<file path="src/rtl/fpsr_pkg.sv">
package fpsr_pkg;
  localparam int SEL_W = 4;
  localparam int IDX_W = 4;
  localparam int FLAG_W = 4;
  localparam logic [SEL_W-1:0] SEL_ID    = 4'h0;
  localparam logic [SEL_W-1:0] SEL_STAT  = 4'h1;
  localparam logic [SEL_W-1:0] SEL_FEAT1 = 4'h6;
  localparam logic [SEL_W-1:0] SEL_FEAT0 = 4'h7;
  localparam logic [SEL_W-1:0] SEL_EXC   = 4'h8;
  localparam logic [IDX_W-1:0] DEST_FLAGS = 4'hF;
  typedef enum logic {ST_IDLE, ST_WAIT} state_t;
endpackage

</file>
<file path="src/rtl/fpsr_access_check.sv">
module fpsr_access_check
  import fpsr_pkg::*;
(
  input  logic [SEL_W-1:0] sel,
  input  logic [IDX_W-1:0] dest,
  input  logic             priv,
  input  logic             cp_en,
  output logic             fault,
  output logic             is_stat,
  output logic             to_flags
);
  logic known;
  logic dest_is_f;

  always_comb begin
    is_stat   = (sel == SEL_STAT);
    dest_is_f = (dest == DEST_FLAGS);
    known     = (sel == SEL_ID) || (sel == SEL_FEAT1) ||
                (sel == SEL_FEAT0) || (sel == SEL_EXC);
    to_flags  = is_stat && dest_is_f;
    if (is_stat) fault = !cp_en;
    else         fault = !known || !priv || dest_is_f;
  end
endmodule

</file>
<file path="src/rtl/fpsr_src_mux.sv">
module fpsr_src_mux
  import fpsr_pkg::*;
#(
  parameter int DATA_W = 32
) (
  input  logic [SEL_W-1:0]  sel,
  input  logic [DATA_W-1:0] id_reg,
  input  logic [DATA_W-1:0] stat_reg,
  input  logic [DATA_W-1:0] feat1_reg,
  input  logic [DATA_W-1:0] feat0_reg,
  input  logic [DATA_W-1:0] exc_reg,
  output logic [DATA_W-1:0] data
);
  always_comb begin
    unique case (sel)
      SEL_ID:    data = id_reg;
      SEL_STAT:  data = stat_reg;
      SEL_FEAT1: data = feat1_reg;
      SEL_FEAT0: data = feat0_reg;
      SEL_EXC:   data = exc_reg;
      default:   data = '0;
    endcase
  end
endmodule

</file>
<file path="src/rtl/fpsr_ctrl.sv">
module fpsr_ctrl
  import fpsr_pkg::*;
#(
  parameter int DATA_W = 32
) (
  input  logic              clk,
  input  logic              rst,
  input  logic              start,
  input  logic              cond,
  input  logic              fault,
  input  logic              is_stat,
  input  logic              to_flags,
  input  logic [SEL_W-1:0]  sel_in,
  input  logic [IDX_W-1:0]  dest_in,
  input  logic [DATA_W-1:0] src_data,
  input  logic [DATA_W-1:0] stat_reg,
  input  logic              pipe_idle,
  input  logic              exc_clear,
  output logic [SEL_W-1:0]  sel_q,
  output logic              sync_req,
  output logic              busy,
  output logic              done,
  output logic              undef,
  output logic              wb_en,
  output logic [IDX_W-1:0]  wb_idx,
  output logic [DATA_W-1:0] wb_data,
  output logic              flags_en,
  output logic [FLAG_W-1:0] flags
);
  state_t           state;
  logic [IDX_W-1:0] dest_q;
  logic             stat_q;
  logic             flags_q;
  logic             ready;

  assign ready    = pipe_idle && (!stat_q || exc_clear);
  assign busy     = (state == ST_WAIT);
  assign sync_req = (state == ST_WAIT);

  always_ff @(posedge clk) begin
    if (rst) begin
      state    <= ST_IDLE;
      sel_q    <= '0;
      dest_q   <= '0;
      stat_q   <= 1'b0;
      flags_q  <= 1'b0;
      done     <= 1'b0;
      undef    <= 1'b0;
      wb_en    <= 1'b0;
      wb_idx   <= '0;
      wb_data  <= '0;
      flags_en <= 1'b0;
      flags    <= '0;
    end else begin
      done     <= 1'b0;
      undef    <= 1'b0;
      wb_en    <= 1'b0;
      flags_en <= 1'b0;
      case (state)
        ST_IDLE: begin
          if (start && cond) begin
            if (fault) begin
              undef <= 1'b1;
            end else begin
              state   <= ST_WAIT;
              sel_q   <= sel_in;
              dest_q  <= dest_in;
              stat_q  <= is_stat;
              flags_q <= to_flags;
            end
          end
        end
        ST_WAIT: begin
          if (ready) begin
            state <= ST_IDLE;
            done  <= 1'b1;
            if (flags_q) begin
              flags_en <= 1'b1;
              flags    <= stat_reg[DATA_W-1 -: FLAG_W];
            end else begin
              wb_en   <= 1'b1;
              wb_idx  <= dest_q;
              wb_data <= src_data;
            end
          end
        end
        default: state <= ST_IDLE;
      endcase
    end
  end
endmodule

</file>
<file path="src/rtl/fpsr_read_port.sv">
module fpsr_read_port
  import fpsr_pkg::*;
#(
  parameter int DATA_W = 32
) (
  input  logic              clk,
  input  logic              rst,
  input  logic              start_i,
  input  logic              cond_i,
  input  logic              priv_i,
  input  logic              cp_en_i,
  input  logic [3:0]        sel_i,
  input  logic [3:0]        dest_i,
  input  logic [DATA_W-1:0] id_reg_i,
  input  logic [DATA_W-1:0] stat_reg_i,
  input  logic [DATA_W-1:0] feat1_reg_i,
  input  logic [DATA_W-1:0] feat0_reg_i,
  input  logic [DATA_W-1:0] exc_reg_i,
  input  logic              pipe_idle_i,
  input  logic              exc_clear_i,
  output logic              sync_req_o,
  output logic              busy_o,
  output logic              done_o,
  output logic              undef_o,
  output logic              wb_en_o,
  output logic [3:0]        wb_idx_o,
  output logic [DATA_W-1:0] wb_data_o,
  output logic              flags_en_o,
  output logic [3:0]        flags_o
);
  logic              fault, is_stat, to_flags;
  logic [SEL_W-1:0]  sel_q;
  logic [DATA_W-1:0] src_data;

  fpsr_access_check u_check (
    .sel(sel_i), .dest(dest_i), .priv(priv_i), .cp_en(cp_en_i),
    .fault(fault), .is_stat(is_stat), .to_flags(to_flags)
  );

  fpsr_src_mux #(.DATA_W(DATA_W)) u_mux (
    .sel(sel_q), .id_reg(id_reg_i), .stat_reg(stat_reg_i),
    .feat1_reg(feat1_reg_i), .feat0_reg(feat0_reg_i), .exc_reg(exc_reg_i),
    .data(src_data)
  );

  fpsr_ctrl #(.DATA_W(DATA_W)) u_ctrl (
    .clk(clk), .rst(rst), .start(start_i), .cond(cond_i), .fault(fault),
    .is_stat(is_stat), .to_flags(to_flags), .sel_in(sel_i), .dest_in(dest_i),
    .src_data(src_data), .stat_reg(stat_reg_i), .pipe_idle(pipe_idle_i),
    .exc_clear(exc_clear_i), .sel_q(sel_q), .sync_req(sync_req_o),
    .busy(busy_o), .done(done_o), .undef(undef_o), .wb_en(wb_en_o),
    .wb_idx(wb_idx_o), .wb_data(wb_data_o), .flags_en(flags_en_o),
    .flags(flags_o)
  );
endmodule

</file>
<file path="config.mk">
export PLATFORM = sky130hd
export DESIGN_NAME = fpsr_read_port
export DESIGN_NICKNAME = d
export VERILOG_FILES = /design/src/rtl/fpsr_pkg.sv /design/src/rtl/fpsr_access_check.sv /design/src/rtl/fpsr_src_mux.sv /design/src/rtl/fpsr_ctrl.sv /design/src/rtl/fpsr_read_port.sv
export SDC_FILE = /design/constraint.sdc
export NUM_CORES = 1
export LEC_CHECK = 0
export ABC_AREA = 1
export BUFFER_PORTS_ARGS = -buffer_cell sky130_fd_sc_hd__buf_2
export CAP_MARGIN = 20
export CORE_MARGIN = 1
export CORE_UTILIZATION = 43
export DETAILED_ROUTE_END_ITERATION = 16
export PLACE_DENSITY = 0.89
export SYNTH_ARGS = -nofsm -noshare
export SYNTH_HDL_FRONTEND = slang
export SYNTH_SLANG_ARGS = --single-unit
</file>
<file path="constraint.sdc">
create_clock -name clk -period 1.55 [get_ports clk]
set_input_delay 0.2325 -clock clk [delete_from_list [all_inputs] [get_ports clk]]
set_output_delay 0.2325 -clock clk [all_outputs]
set_load 0.02 [all_outputs]
</file>
# After elaboration in Yosys (flattened, before gate mapping)
# Index checks and enable logic that the tools add are counted.
# op_classes
mux	10
eq_ne	9
reduce_logical	21
bitwise	5
# ops
op	count
case mux 32 bit (5 select lines)	1
== test 4 x 3 -> 1 bit (second input constant)	4
== test 4 bit (second input constant)	3
AND reduction 3 bit	3
== test 4 x 1 -> 1 bit (second input constant)	2
zero test 4 bit	2
two-way mux 1 bit	8
logical OR 1 bit	6
OR reduction 3 bit	2
inverter 1 bit	5
zero test 1 bit	4
logical AND 1 bit	3
case mux 1 bit (2 select lines)	1
OR reduction 2 bit	1
# word_totals
regBits	55
elab_cells	57
input_bits	176
output_inout_bits	46

# Longest topological paths before layout
# Gate-level depths: netlist (run 1).
# logic_depth
ltp_word	11
mapped_depth	8

# Hierarchy
# A second synthesis (run 1) with hierarchy kept.
# unflattened
cells_unflattened	713
hier_area_um2	3980.1
# by_module_without_submodules
mod	seq_area_each_um2	instances	cells_per_inst	area_each_um2
fpsr_ctrl	1101.1	1	338	2336.0
fpsr_src_mux	0.0	1	357	1554.0
fpsr_access_check	0.0	1	18	90.1

# Worst setup path after synthesis (run 1)
# Ideal clock, no wire load.
# synth_timing
path_type	reg-to-reg
start	reg u_ctrl.state (netlist: u_ctrl.busy)
end	reg u_ctrl.wb_data[10]
required_time_ns	1.431
t_arrival_ns	1.299
path_stages_with_launch	7
n_path_buf	1
slack_ns	0.132
path_cell_list	dfxtp_1 > nand3_1 > nor2_2 > inv_2 > buf_2 > nor2_1 > a21oi_1
# synth_via
elab_chain_len	1
# synth_lines
item	line_no	source
from (decl)	fpsr_ctrl.sv:30	state_t state;
from (signal assigned)	fpsr_ctrl.sv:42	state <= ST_IDLE;
from (signal assigned)	fpsr_ctrl.sv:65	state <= ST_WAIT;
from (signal assigned)	fpsr_ctrl.sv:75	state <= ST_IDLE;
AND reduction 3 bit (no source line)	--	
to (signal assigned)	fpsr_ctrl.sv:83	wb_data <= src_data;
to (decl)	fpsr_ctrl.sv:26	output logic [DATA_W-1:0] wb_data,
# Every way passes these cells.
# A chain may end at the register's enable or synchronous reset.

# Final worst setup path (run 1)
# layout_timing
start	reg u_ctrl.state (netlist: u_ctrl.busy)
end	reg u_ctrl.wb_data[18]
# The elaborated chain is that of the path after synthesis.

==> summary.txt, run 1 <==
Clocking
  • Hold Buf Count CTS: 0
  • Inserted Clock Buffers: 5
  • Clk sinks: 55
  • H-tree level count: 2
  • Post-CTS Setup Inserts: 0
  • Post-cts sizing count: 0
  • Clock Latency Late Sink: 0.30 ns
  • CTS tree: done
  • CTS max path bufs: 2
  • Root buffer cell: clkbuf_8
  • Reg clk slew, reported paths: about 0.10 ns

Die
  • Initial Utilization: between 40% and 50%
  • Cell Rows: 31
  • Core ar.: between 7000 and 8000 um^2
  • I/O pin count: 222
  • Die W: 90.1 um
  • Die Y: 90.1 um
  • Die footprint: approximately 8000 um^2

Global route
  • Total GRT Usage: 26.6%
  • Met2 global-route usage: a little under half
  • Routing usage on met3: around 5%
  • Vias in the first global route: approximately 4100
  • First-pass GRT wire length: approximately 18 mm
  • Largest net degree at the start of global routing: 33
  • Initial antenna violation count: 0
  • GR peak layer: met2
  • Grt total ovfl: 0
  • Met1 usage: 32.3%

Yosys
  • Synthesis Warnings: 0
  • Avg Inst Size Synth: 5.85 um^2
  • Mapped Nets: ~750
  • Post-synthesis cell count: roughly 570
  • Post-Syn Area: 3340 um^2
  • Seq/Total Area, Yosys: approximately 33%
  • Cell taking the most area after synthesis: dfxtp_1
  • Synth cell types: 19
  • Ranking of synthesized cells by area: dfxtp_1 (33%), nor2_1 (13%), nand3_1 (12%), nand2_1 (9.3%), inv_1 (8.2%)
  • #FFs+latches synth: 55
  • Area share of the leading cell type in the synthesized netlist: between 30% and 40%

Route
  • Vias per inst: 5.13
  • Starting DRT DRC Count: 257
  • Total wire length: 11.4 mm
  • Drt drc: 0
  • First-pass DRT Iterations: 5
  • Via count: 4521
  • Post-DRT Antenna Nets: 0
  • Mean routed wirelength per cell: around 13 um

Critical path
  • R2r worst-path depth: 5
  • Data required, critical path: roughly 1.8 ns
  • Crit path kind: flip-flop to flip-flop
  • Reg-to-Reg Start: u_ctrl.busy
  • Reg2Reg Capture Point: u_ctrl.wb_data[18]
  • Kind of end point of the critical path: flip-flop
  • CP arrival: 1.62 ns
  • Max FO, Critical Path: 20
  • Reg2Reg Setup Slack: about 0.16 ns
  • CP startpoint kind: flip-flop

Layout
  • NumNets Final: about 960
  • Final Util: between 60 and 70%
  • Ant. Diodes: 0
  • Syn-to-layout area delta: 41.5%
  • Final Non-Filler Cells: about 880
  • Layout cells sized above 1: between 30 and 40%

Power
  • Sequential Power Share: between 40% and 50%
  • Combinational Power Share: between 15 and 20%
  • Total Power: slightly above 3 mW
  • Leakage: around 2.9 nW
  • Internal Power: between 2 and 2.5 mW
  • Sw Ratio: about a quarter
  • Clock power frac: about 36%
  • Peak VDD IR: 473 uV
  • Pwr per Cell Area: about 660 nW/um^2
  • Switch Pwr: 0.750 mW

STA
  • Worst slew pin tran: 0.390 ns
  • Setup TNS: 0 ns
  • Clock Skew: 0.00413 ns
  • Fin. max-slew vios: 0
  • Final worst setup slack: about 0.16 ns
  • Fin crit period: between 1 and 1.5 ns
  • Hold Vio Cnt, Final: 0
  • RSZ-0062 raised after global routing: no
  • Period utilization: 89.7%
  • FMAX: just over 0.7 GHz
  • # setup viols final: 0
  • Relative slew slack: 74.0%

Placed design
  • HPWL Detailed: 8.45 mm
  • Placed Cells: 873
  • Place WS: 0.198 ns
  • Port buffer count: between 200 and 250
  • RD Place Congestion: about 0.9

Hold path
  • End point of the worst hold path: u_ctrl.wb_data[27]
  • Hold WC Path Type: input pin to flip-flop
  • WHS Path Cells: 3
  • Hold_sp: feat0_reg_i[27]

Job
  • Max-Cap Viols: 0

Status
  • Outcome: finished clean
critical path, cell delays in order (launching register included):
cell	delay [ns]
dfxtp_1	0.41
nand3_1	0.18
nor2_2	0.22
buf_4	0.27
o21ai_0	0.10
a21oi_1	0.14
state kept, by name, indices dropped and copies added (netlist names), 4 cells and up:
register	flops
u_ctrl.sel_q	4
u_ctrl.dest_q	4
u_ctrl.wb_data	32
u_ctrl.wb_idx	4
u_ctrl.flags	4
through the flow:
stage / area (um^2) / hold WS (ns)
global placement: 4590 / 0.452
global route: 4720 / 0.204
CTS: 4720 / 0.197
finish: 4720 / 0.203
detailed placement: 4590 / 0.458
floorplan: 3340 / 0.397
cell usage after synthesis (all sizes together):
master / instances
nor2: 121
nand2: 83
nand3: 79
inv: 75
o21ai: 69
dfxtp: 55
a21oi: 48
buf: 21
clkbuf: 14
nand4: 2
nor3: 2
and3: 1
nand3b: 1
worst max-delay path by stage:
stage | to | depth (start not counted) | slack, ns | start
2_1_floorplan | u_ctrl.wb_data[10] | 6 | 0.13 | u_ctrl.busy
3_3_place_gp | u_ctrl.wb_data[27] | 6 | 0.23 | u_ctrl.busy
3_5_place_dp | u_ctrl.wb_data[27] | 6 | 0.20 | u_ctrl.busy
4_1_cts | u_ctrl.wb_data[19] | 7 | 0.17 | u_ctrl.sel_q[1]
5_1_grt | u_ctrl.wb_data[21] | 5 | 0.03 | u_ctrl.busy
6_report | u_ctrl.wb_data[18] | 5 | 0.16 | u_ctrl.busy
power by group through the flow:
stage | clock network (mW) | registers [mW] | logic, mW
after global placement | 0 | 1.47 | 0.539
after CTS | 1.13 | 1.44 | 0.551
after detailed placement | 0 | 1.47 | 0.548
final | 1.11 | 1.44 | 0.553
after global routing | 1.18 | 1.44 | 0.616
after floorplan | 0 | 1.49 | 0.230
final cells by class:
| class | count | area [um^2] |
|---|---|---|
| timing repair buffer | 238 | 1280 |
| clock inverter | 2 | 60.1 |
| inverter | 75 | 282 |
| sequential | 55 | 1100 |
| tap | 99 | 124 |
| clock buffer | 6 | 72.6 |
| fill | 679 | 2650 |
| multi-input combinational | 406 | 1800 |
cell usage in the layout, fill, tap and decap left out:
| cell | n |
|---|---|
| a21oi_1 | 48 |
| and3_1 | 1 |
| buf_12 | 4 |
| buf_2 | 221 |
| buf_4 | 13 |
| bufinv_16 | 2 |
| clkbuf_1 | 1 |
| clkbuf_8 | 5 |
| dfxtp_1 | 55 |
| inv_1 | 73 |
| inv_2 | 2 |
| nand2_1 | 83 |
| nand3_1 | 79 |
| nand3b_1 | 1 |
| nand4_1 | 2 |
| nor2_1 | 116 |
| nor2_2 | 4 |
| nor2_4 | 1 |
| nor3_1 | 2 |
| o21ai_0 | 38 |
| o21ai_1 | 31 |
logic make-up after synthesis:
kind of cell / after synthesis / share of synthesized area, %
simple gates: 289 / 36.3
compound gates: 117 / 17.5
buf+inv: 110 / 13.2
flops: 55 / 33.0
routing by layer:
layer  share of wire, %  wire length, um
met3                8.7              984
met2                 49             5550
met4                1.5              169
met1                 41             4650
met5                  0                0
Power figures use the tool's default switching activity.
==> run 2: changes to the inputs <==
--- a/config.mk
+++ b/config.mk
@@ -9,9 +9,10 @@
 export BUFFER_PORTS_ARGS = -buffer_cell sky130_fd_sc_hd__buf_2
 export CAP_MARGIN = 20
 export CORE_MARGIN = 1
-export CORE_UTILIZATION = 43
+export CORE_UTILIZATION = 44
+export CTS_BUF_LIST = sky130_fd_sc_hd__clkbuf_4
 export DETAILED_ROUTE_END_ITERATION = 16
-export PLACE_DENSITY = 0.89
+export PLACE_DENSITY = 0.91
 export SYNTH_ARGS = -nofsm -noshare
 export SYNTH_HDL_FRONTEND = slang
 export SYNTH_SLANG_ARGS = --single-unit
==> run 2 against run 1 <==
  * Via count shrank 1.4%
  * Critical path type unchanged
  * Total power decreased by 14%
  * Critical endpoint is now u_ctrl.wb_data[1]
  * Design area fell by 1.5%
  * Non-clock buffer count is 2 higher
  * Core utilization decreased by 0.30 points
  * First-iteration DRC count down 6.6%
  * Combinational power grew 0.7%
==> summary.txt, run 2 (same netlist as run 1, synthesis figures left out) <==
Die
  • Cell Rows: 31
  • I/O pin count: 222
  • Die W: roughly 89 um
  • Die Y: 89.1 um
  • Die footprint: between 7000 and 8000 um^2
  • Initial Utilization: between 40 and 50%
  • Core ar.: approximately 7300 um^2

Clocking
  • H-tree level count: 2
  • Root buffer cell: clkbuf_4
  • Clk sinks: 55
  • Inserted Clock Buffers: 5
  • Post-CTS Setup Inserts: 0
  • Reg clk slew, reported paths: around 0.18 ns
  • CTS max path bufs: 2
  • Clock Latency Late Sink: approximately 0.39 ns
  • CTS tree: done

Layout
  • Multi-input gate area: between 1500 and 2000 um^2
  • Layout cells sized above 1: 32.7%
  • Most common cell after layout, fill and taps aside: buf_2
  • Final Non-Filler Cells: 883
  • Fill count: around 670
  • Register with the most flip-flops: u_ctrl.wb_data
  • Most frequent cells in the layout: buf_2 (221), nor2_1 (116), nand2_1 (83)
  • NumNets Final: 959
  • Register area: 1100 um^2
  • Syn-to-layout area delta: 39.4%
  • Max reg flops: 32
  • Design Area, Final: about 4700 um^2
  • Ant. Diodes: 0

Route
  • Post-DRT Antenna Nets: 0
  • Mean routed wirelength per cell: between 10 and 15 um
  • First-pass DRT Iterations: 5
  • Vias per inst: ~5.0
  • Drt drc: 0
  • Total wire length: 11.4 mm
  • Starting DRT DRC Count: 240
  • Via count: about 4500

Placed design
  • Placed Cells: ~880
  • Port buffer count: roughly 220
  • RD Place Congestion: about 0.93
  • Area after DPL: roughly 4600 um^2
  • HPWL Detailed: 8.63 mm

STA
  • # setup viols final: 0
  • Fin crit period: 1.40 ns
  • Worst slew pin tran: 0.392 ns
  • Period utilization: 90.3%
  • Clock Skew: roughly 0.025 ns
  • Fin. max-slew vios: 0
  • Hold_ws: between 0.09 and 0.1 ns
  • Relative slew slack: approximately three quarters
  • Setup TNS: 0 ns
  • Hold Vio Cnt, Final: 0
  • FMAX: 0.715 GHz

Global route
  • Total GRT Usage: 27.1%
  • Grt total ovfl: 0
  • Vias in the first global route: roughly 3900
  • Initial antenna violation count: 0
  • Largest net degree at the start of global routing: 38
  • First-pass GRT wire length: about 17 mm

Critical path
  • Critical path's top delay family: flip-flops
  • CP startpoint kind: flip-flop
  • Most frequent cell on the critical path: nor2_1
  • WP buf/inv: 2
  • Slowest cell on the critical path: dfxtp_2
  • CP cell instances: inv_2 -> nor2_1 -> nand3_1 -> buf_4 -> o21ai_1 -> nor2_1 -> a21oi_1
  • Worst path max stage delay: 0.41 ns
  • Kind of end point of the critical path: flip-flop
  • CP arrival: about 1.7 ns
  • Data required, critical path: ~1.9 ns
  • Crit path kind: flip-flop to flip-flop
  • Max FO, Critical Path: 10

Job
  • Max-Cap Viols: 0

Status
  • Outcome: finished clean

Hold path
  • Hold WC Path Type: input pin to flip-flop

Power
  • Pwr per Cell Area: between 500 and 600 nW/um^2
  • Peak VDD IR: between 500 and 600 uV
  • Total Power: around 2.7 mW
  • Leakage: ~2.8 nW
run 2: metrics by stage:
step                      util (%)  worst slack, ns
after CTS                     63.6           0.0906
after global routing          63.8         -0.00453
after detailed placement      62.8           0.0888
after global placement        62.8            0.186
final                         63.8            0.151
after floorplan                  -            0.132
run 2: layout make-up:
type / instances / area share [%]
multi-input combinational: 406 / 38.7
timing repair buffer: 240 / 27.5
sequential: 55 / 23.7
inverter: 75 / 6.11
tap: 99 / 2.66
clock buffer: 5 / 0.807
clock inverter: 3 / 0.484
run 2: where the power goes:
part / leakage, nW / switching [mW] / internal, mW
Combinational: 2.36 / 0.285 / 0.272
Sequential: 0.444 / 0.0115 / 1.43
Clock: 0.0356 / 0.474 / 0.184
run 2: final timing paths:
kind / startpoint / end / slack, ns / depth (start not counted)
worst max-delay path: u_ctrl.sel_q[1] / u_ctrl.wb_data[1] / 0.15 / 7
worst min-delay path: dest_i[3] / u_ctrl.dest_q[3] / 0.09 / 3
worst max register to register: u_ctrl.sel_q[1] / u_ctrl.wb_data[1] / 0.15 / 7
worst min register to register: u_ctrl.flags[2] / u_ctrl.flags[2] / 0.49 / 2
run 2: timing repair:
action                                  4_1_cts  5_1_grt
endpoints found under the hold margin         0        0
hold buffers                                  0        0
endpoints found under the setup margin        0       30
resized for setup                             0        5
run 2: layer usage:
metal	global-route usage, %	routed length, um	vias to the layer above
met2	48.4	5530	213
met4	9.24	157	0
li1	-	-	2237
met3	6.19	989	19
met1	31.9	4710	1990
met5	0	0	-
run 2: worst register-to-register path: stages (launching register included):
cell,delay (ns)
dfxtp_2,0.41
inv_2,0.06
nor2_1,0.12
nand3_1,0.15
buf_4,0.22
o21ai_1,0.18
nor2_1,0.06
a21oi_1,0.12
==> run 3: changes to the inputs <==
--- a/config.mk
+++ b/config.mk
@@ -5,14 +5,13 @@
 export SDC_FILE = /design/constraint.sdc
 export NUM_CORES = 1
 export LEC_CHECK = 0
-export ABC_AREA = 1
+export ABC_AREA = 0
 export BUFFER_PORTS_ARGS = -buffer_cell sky130_fd_sc_hd__buf_2
 export CAP_MARGIN = 20
-export CORE_MARGIN = 1
-export CORE_UTILIZATION = 44
-export CTS_BUF_LIST = sky130_fd_sc_hd__clkbuf_4
+export CORE_AREA = 2 2 87 89
 export DETAILED_ROUTE_END_ITERATION = 16
-export PLACE_DENSITY = 0.91
+export DIE_AREA = 0 0 89 91
+export PLACE_DENSITY = 0.85
 export SYNTH_ARGS = -nofsm -noshare
 export SYNTH_HDL_FRONTEND = slang
 export SYNTH_SLANG_ARGS = --single-unit
==> run 3 against run 2 <==
  * Routed wire length is 9.8% lower
  * Synthesized cell count is 49% lower
  * Clock skew is 0.014 ns lower
  * Total power is 13% higher
  * Largest power group unchanged
  * Final cell count is 31% lower
  * Flip-flop and latch count stayed put
  * Largest cell class unchanged
==> summary.txt, run 3 <==
Clocking
  • Inserted Clock Buffers: 5
  • H-tree level count: 2
  • Clk sinks: between 50 and 60
  • Clock Latency Late Sink: approximately 0.31 ns
  • Reg clk slew, reported paths: approximately 0.10 ns
  • CTS max path bufs: 2
  • Root buffer cell: clkbuf_8
  • Hold Buf Count CTS: 0
  • CTS tree: done

STA
  • Relative slew slack: approximately three fifths
  • Hold Vio Cnt, Final: 0
  • Clock Skew: 0.0108 ns
  • Worst slew pin tran: 0.623 ns
  • RSZ-0062 raised after global routing: yes
  • Setup TNS: 0 ns
  • FMAX: 0.662 GHz
  • # setup viols final: 0
  • Period utilization: a little over nine tenths
  • Fin. max-slew vios: 0
  • Fin crit period: between 1.5 and 2 ns

Critical path
  • Crit path kind: flip-flop to flip-flop
  • CP arrival: 1.74 ns
  • Reg2Reg Capture Point: u_ctrl.wb_data[17]
  • Worst setup startpoint: u_ctrl.sel_q[1]
  • Reg2Reg Setup Slack: roughly 0.04 ns
  • Kind of end point of the critical path: flip-flop
  • CP startpoint kind: flip-flop
  • R2r worst-path depth: 5
  • Max FO, Critical Path: 17
  • Data required, critical path: 1.78 ns
  • Reg-to-Reg Start: u_ctrl.sel_q[1]

Global route
  • First-pass GRT wire length: around 15 mm
  • Grt total ovfl: 0
  • Largest net degree at the start of global routing: 36
  • Initial antenna violation count: 0
  • Total GRT Usage: between 20% and 30%
  • Vias in the first global route: 3143

Die
  • I/O pin count: roughly 220
  • Cell Rows: 31
  • Die footprint: 8100 um^2
  • Core ar.: between 7000 and 8000 um^2
  • Die Y: just over 90 um
  • Die W: between 80 and 90 um
  • Initial Utilization: 37.7%

Route
  • First-pass DRT Iterations: 8
  • Vias per inst: about 5.7
  • Drt drc: 0
  • Total wire length: between 10 and 15 mm
  • Via count: ~3500
  • Post-DRT Antenna Nets: 0
  • Starting DRT DRC Count: about 250
  • Mean routed wirelength per cell: 16.9 um

Yosys
  • Mapped Nets: about 470
  • Post-synth EDFFs: 0
  • Ranking of synthesized cells by area: dfxtp_1 (41%), a222oi_1 (12%), a22oi_1 (8.9%), a31oi_1 (7.4%), o21ai_0 (5.8%)
  • Post-Synth Adder-Cell Area: 0%
  • XOR/XNOR share of the synthesized area: 0%
  • Most instantiated library cell after synthesis: dfxtp_1
  • Mux cell area share after synthesis: between 2 and 3%
  • Cell taking the most area after synthesis: dfxtp_1
  • Area share of the leading cell type in the synthesized netlist: between 40% and 50%
  • Simple-Gate Fraction of Synth Area: 8.69%
  • Synth Flop Type: dfxtp_1
  • Seq/Total Area, Yosys: approximately two fifths
  • Ys async rst share: 0%
  • Post-synthesis cell count: around 290
  • Commonest cells in the netlist: dfxtp_1 (55), a222oi_1 (32), a22oi_1 (32), a31oi_1 (32), o21ai_0 (31)
  • Post-Syn Area: 2690 um^2
  • Synth cell types: 35
  • Compound-Gate Fraction of Synth Area: between 40% and 50%
  • #FFs+latches synth: 55
  • Avg Inst Size Synth: around 9.3 um^2
  • Synthesis Warnings: 0
  • Largest family of logic cells by synthesized area: compound AO/OA/AOI/OAI gates

Layout
  • Layout cells sized above 1: 52.0%
  • Final Non-Filler Cells: 609
  • Max reg flops: 32
  • Most common cell after layout, fill and taps aside: buf_2
  • Design Area, Final: between 4000 and 5000 um^2
  • Ant. Diodes: 0
  • Final Util: between 50 and 60%
  • Most frequent cells in the layout: buf_2 (221), dfxtp_1 (51), a222oi_1 (32), a22oi_1 (32), a31oi_1 (32)
  • NumNets Final: 685
  • Syn-to-layout area delta: 57.9%
  • Register with the most flip-flops: u_ctrl.wb_data
  • Fill count: around 660

Power
  • Pwr per Cell Area: between 700 and 800 nW/um^2
  • Sw Ratio: a little under a quarter
  • Sequential Power Share: a little under half
  • Internal Power: 2.31 mW
  • Peak VDD IR: 399 uV
  • Leakage: 2.02 nW
  • Combinational Power Share: between 10% and 20%
  • Clock power frac: between 30 and 40%
  • Switch Pwr: 0.681 mW

Hold path
  • Hold WC Path Type: input pin to flip-flop
  • Hold_sp: stat_reg_i[30]
  • WHS Path Cells: 3
  • End point of the worst hold path: u_ctrl.flags[2]

Job
  • Max-Cap Viols: 0

Placed design
  • Port buffer count: 221
  • Placed Cells: between 500 and 600
  • RD Place Congestion: 0.817
  • HPWL Detailed: ~7.6 mm
  • Area after DPL: just over 4000 um^2

Status
  • Outcome: finished clean
==> run 3: cell count changes in the layout (fill, tap and decap cells not counted), moves of 32 or more <==
| cell | change |
|---|---|
| a21oi_1 | -40 |
| a222oi_1 | +32 |
| a22oi_1 | +32 |
| a31oi_1 | +32 |
| inv_1 | -73 |
| nand2_1 | -80 |
| nand3_1 | -77 |
| nor2_1 | -105 |
==> run 3: metrics by stage <==
step	total power, mW	hold slack (ns)	setup WS [ns]
2_1_floorplan	1.62	0.376	0.00571
3_3_place_gp	1.91	0.460	-0.102
3_5_place_dp	1.92	0.488	-0.159
4_1_cts	3.02	0.170	0.00343
5_1_grt	3.13	0.191	-0.0279
6_report	2.99	0.184	0.0397
==> run 3: kinds of logic after synthesis <==
kind of cell / Yosys count
multiplexers: 8
AND/OR/NAND/NOR: 34
buffers and inverters: 33
AO/OA/AOI/OAI: 159
flip-flops: 55
==> run 3: repair_timing <==
action,CTS,global route
cloned,1,0
setup buffers,6,0
endpoints found under the setup margin,2,10
pin swaps,5,2
gates resized for setup,11,1
==> run 3: final cells by class <==
cell class | count | area [um^2] | area share, %
multi-input cells | 202 | 1490 | 35.0
repair buffers | 244 | 1390 | 32.6
flip-flops and latches | 55 | 1110 | 26.2
well taps | 99 | 124 | 2.91
clock buffers | 5 | 68.8 | 1.62
clock inverters | 3 | 67.6 | 1.59
inverters | 1 | 3.75 | 0.0882
==> run 3: worst max-delay path by stage <==
stage                              end  slack [ns]  depth (start not counted)
floorplan           u_ctrl.wb_data[10]       0.006                          5
global placement    u_ctrl.wb_data[30]       -0.10                          5
detailed placement  u_ctrl.wb_data[30]       -0.16                          5
CTS                 u_ctrl.wb_data[30]       0.003                          5
global route        u_ctrl.wb_data[17]       -0.03                          5
finish              u_ctrl.wb_data[17]        0.04                          5
==> run 3: layer usage <==
metal / global-route usage, % / wire [um]
met1: 27.6 / 3990
met2: 41.0 / 5200
met3: 4.64 / 897
met4: 7.71 / 186
met5: 0 / 0
==> run 3: power groups by stage <==
stage                     clock [mW]  combinational (mW)  sequential, mW
final                           1.11               0.449            1.44
after global routing            1.20               0.488            1.44
after floorplan                    0               0.134            1.49
after CTS                       1.14               0.448            1.44
after global placement             0               0.435            1.47
after detailed placement           0               0.444            1.47
==> run 3: critical path, cell delays in order, from the launching register on <==
cell	delay, ns
dfxtp_2	0.38
buf_4	0.16
nor4b_4	0.30
buf_4	0.28
a22oi_1	0.12
a31oi_1	0.18
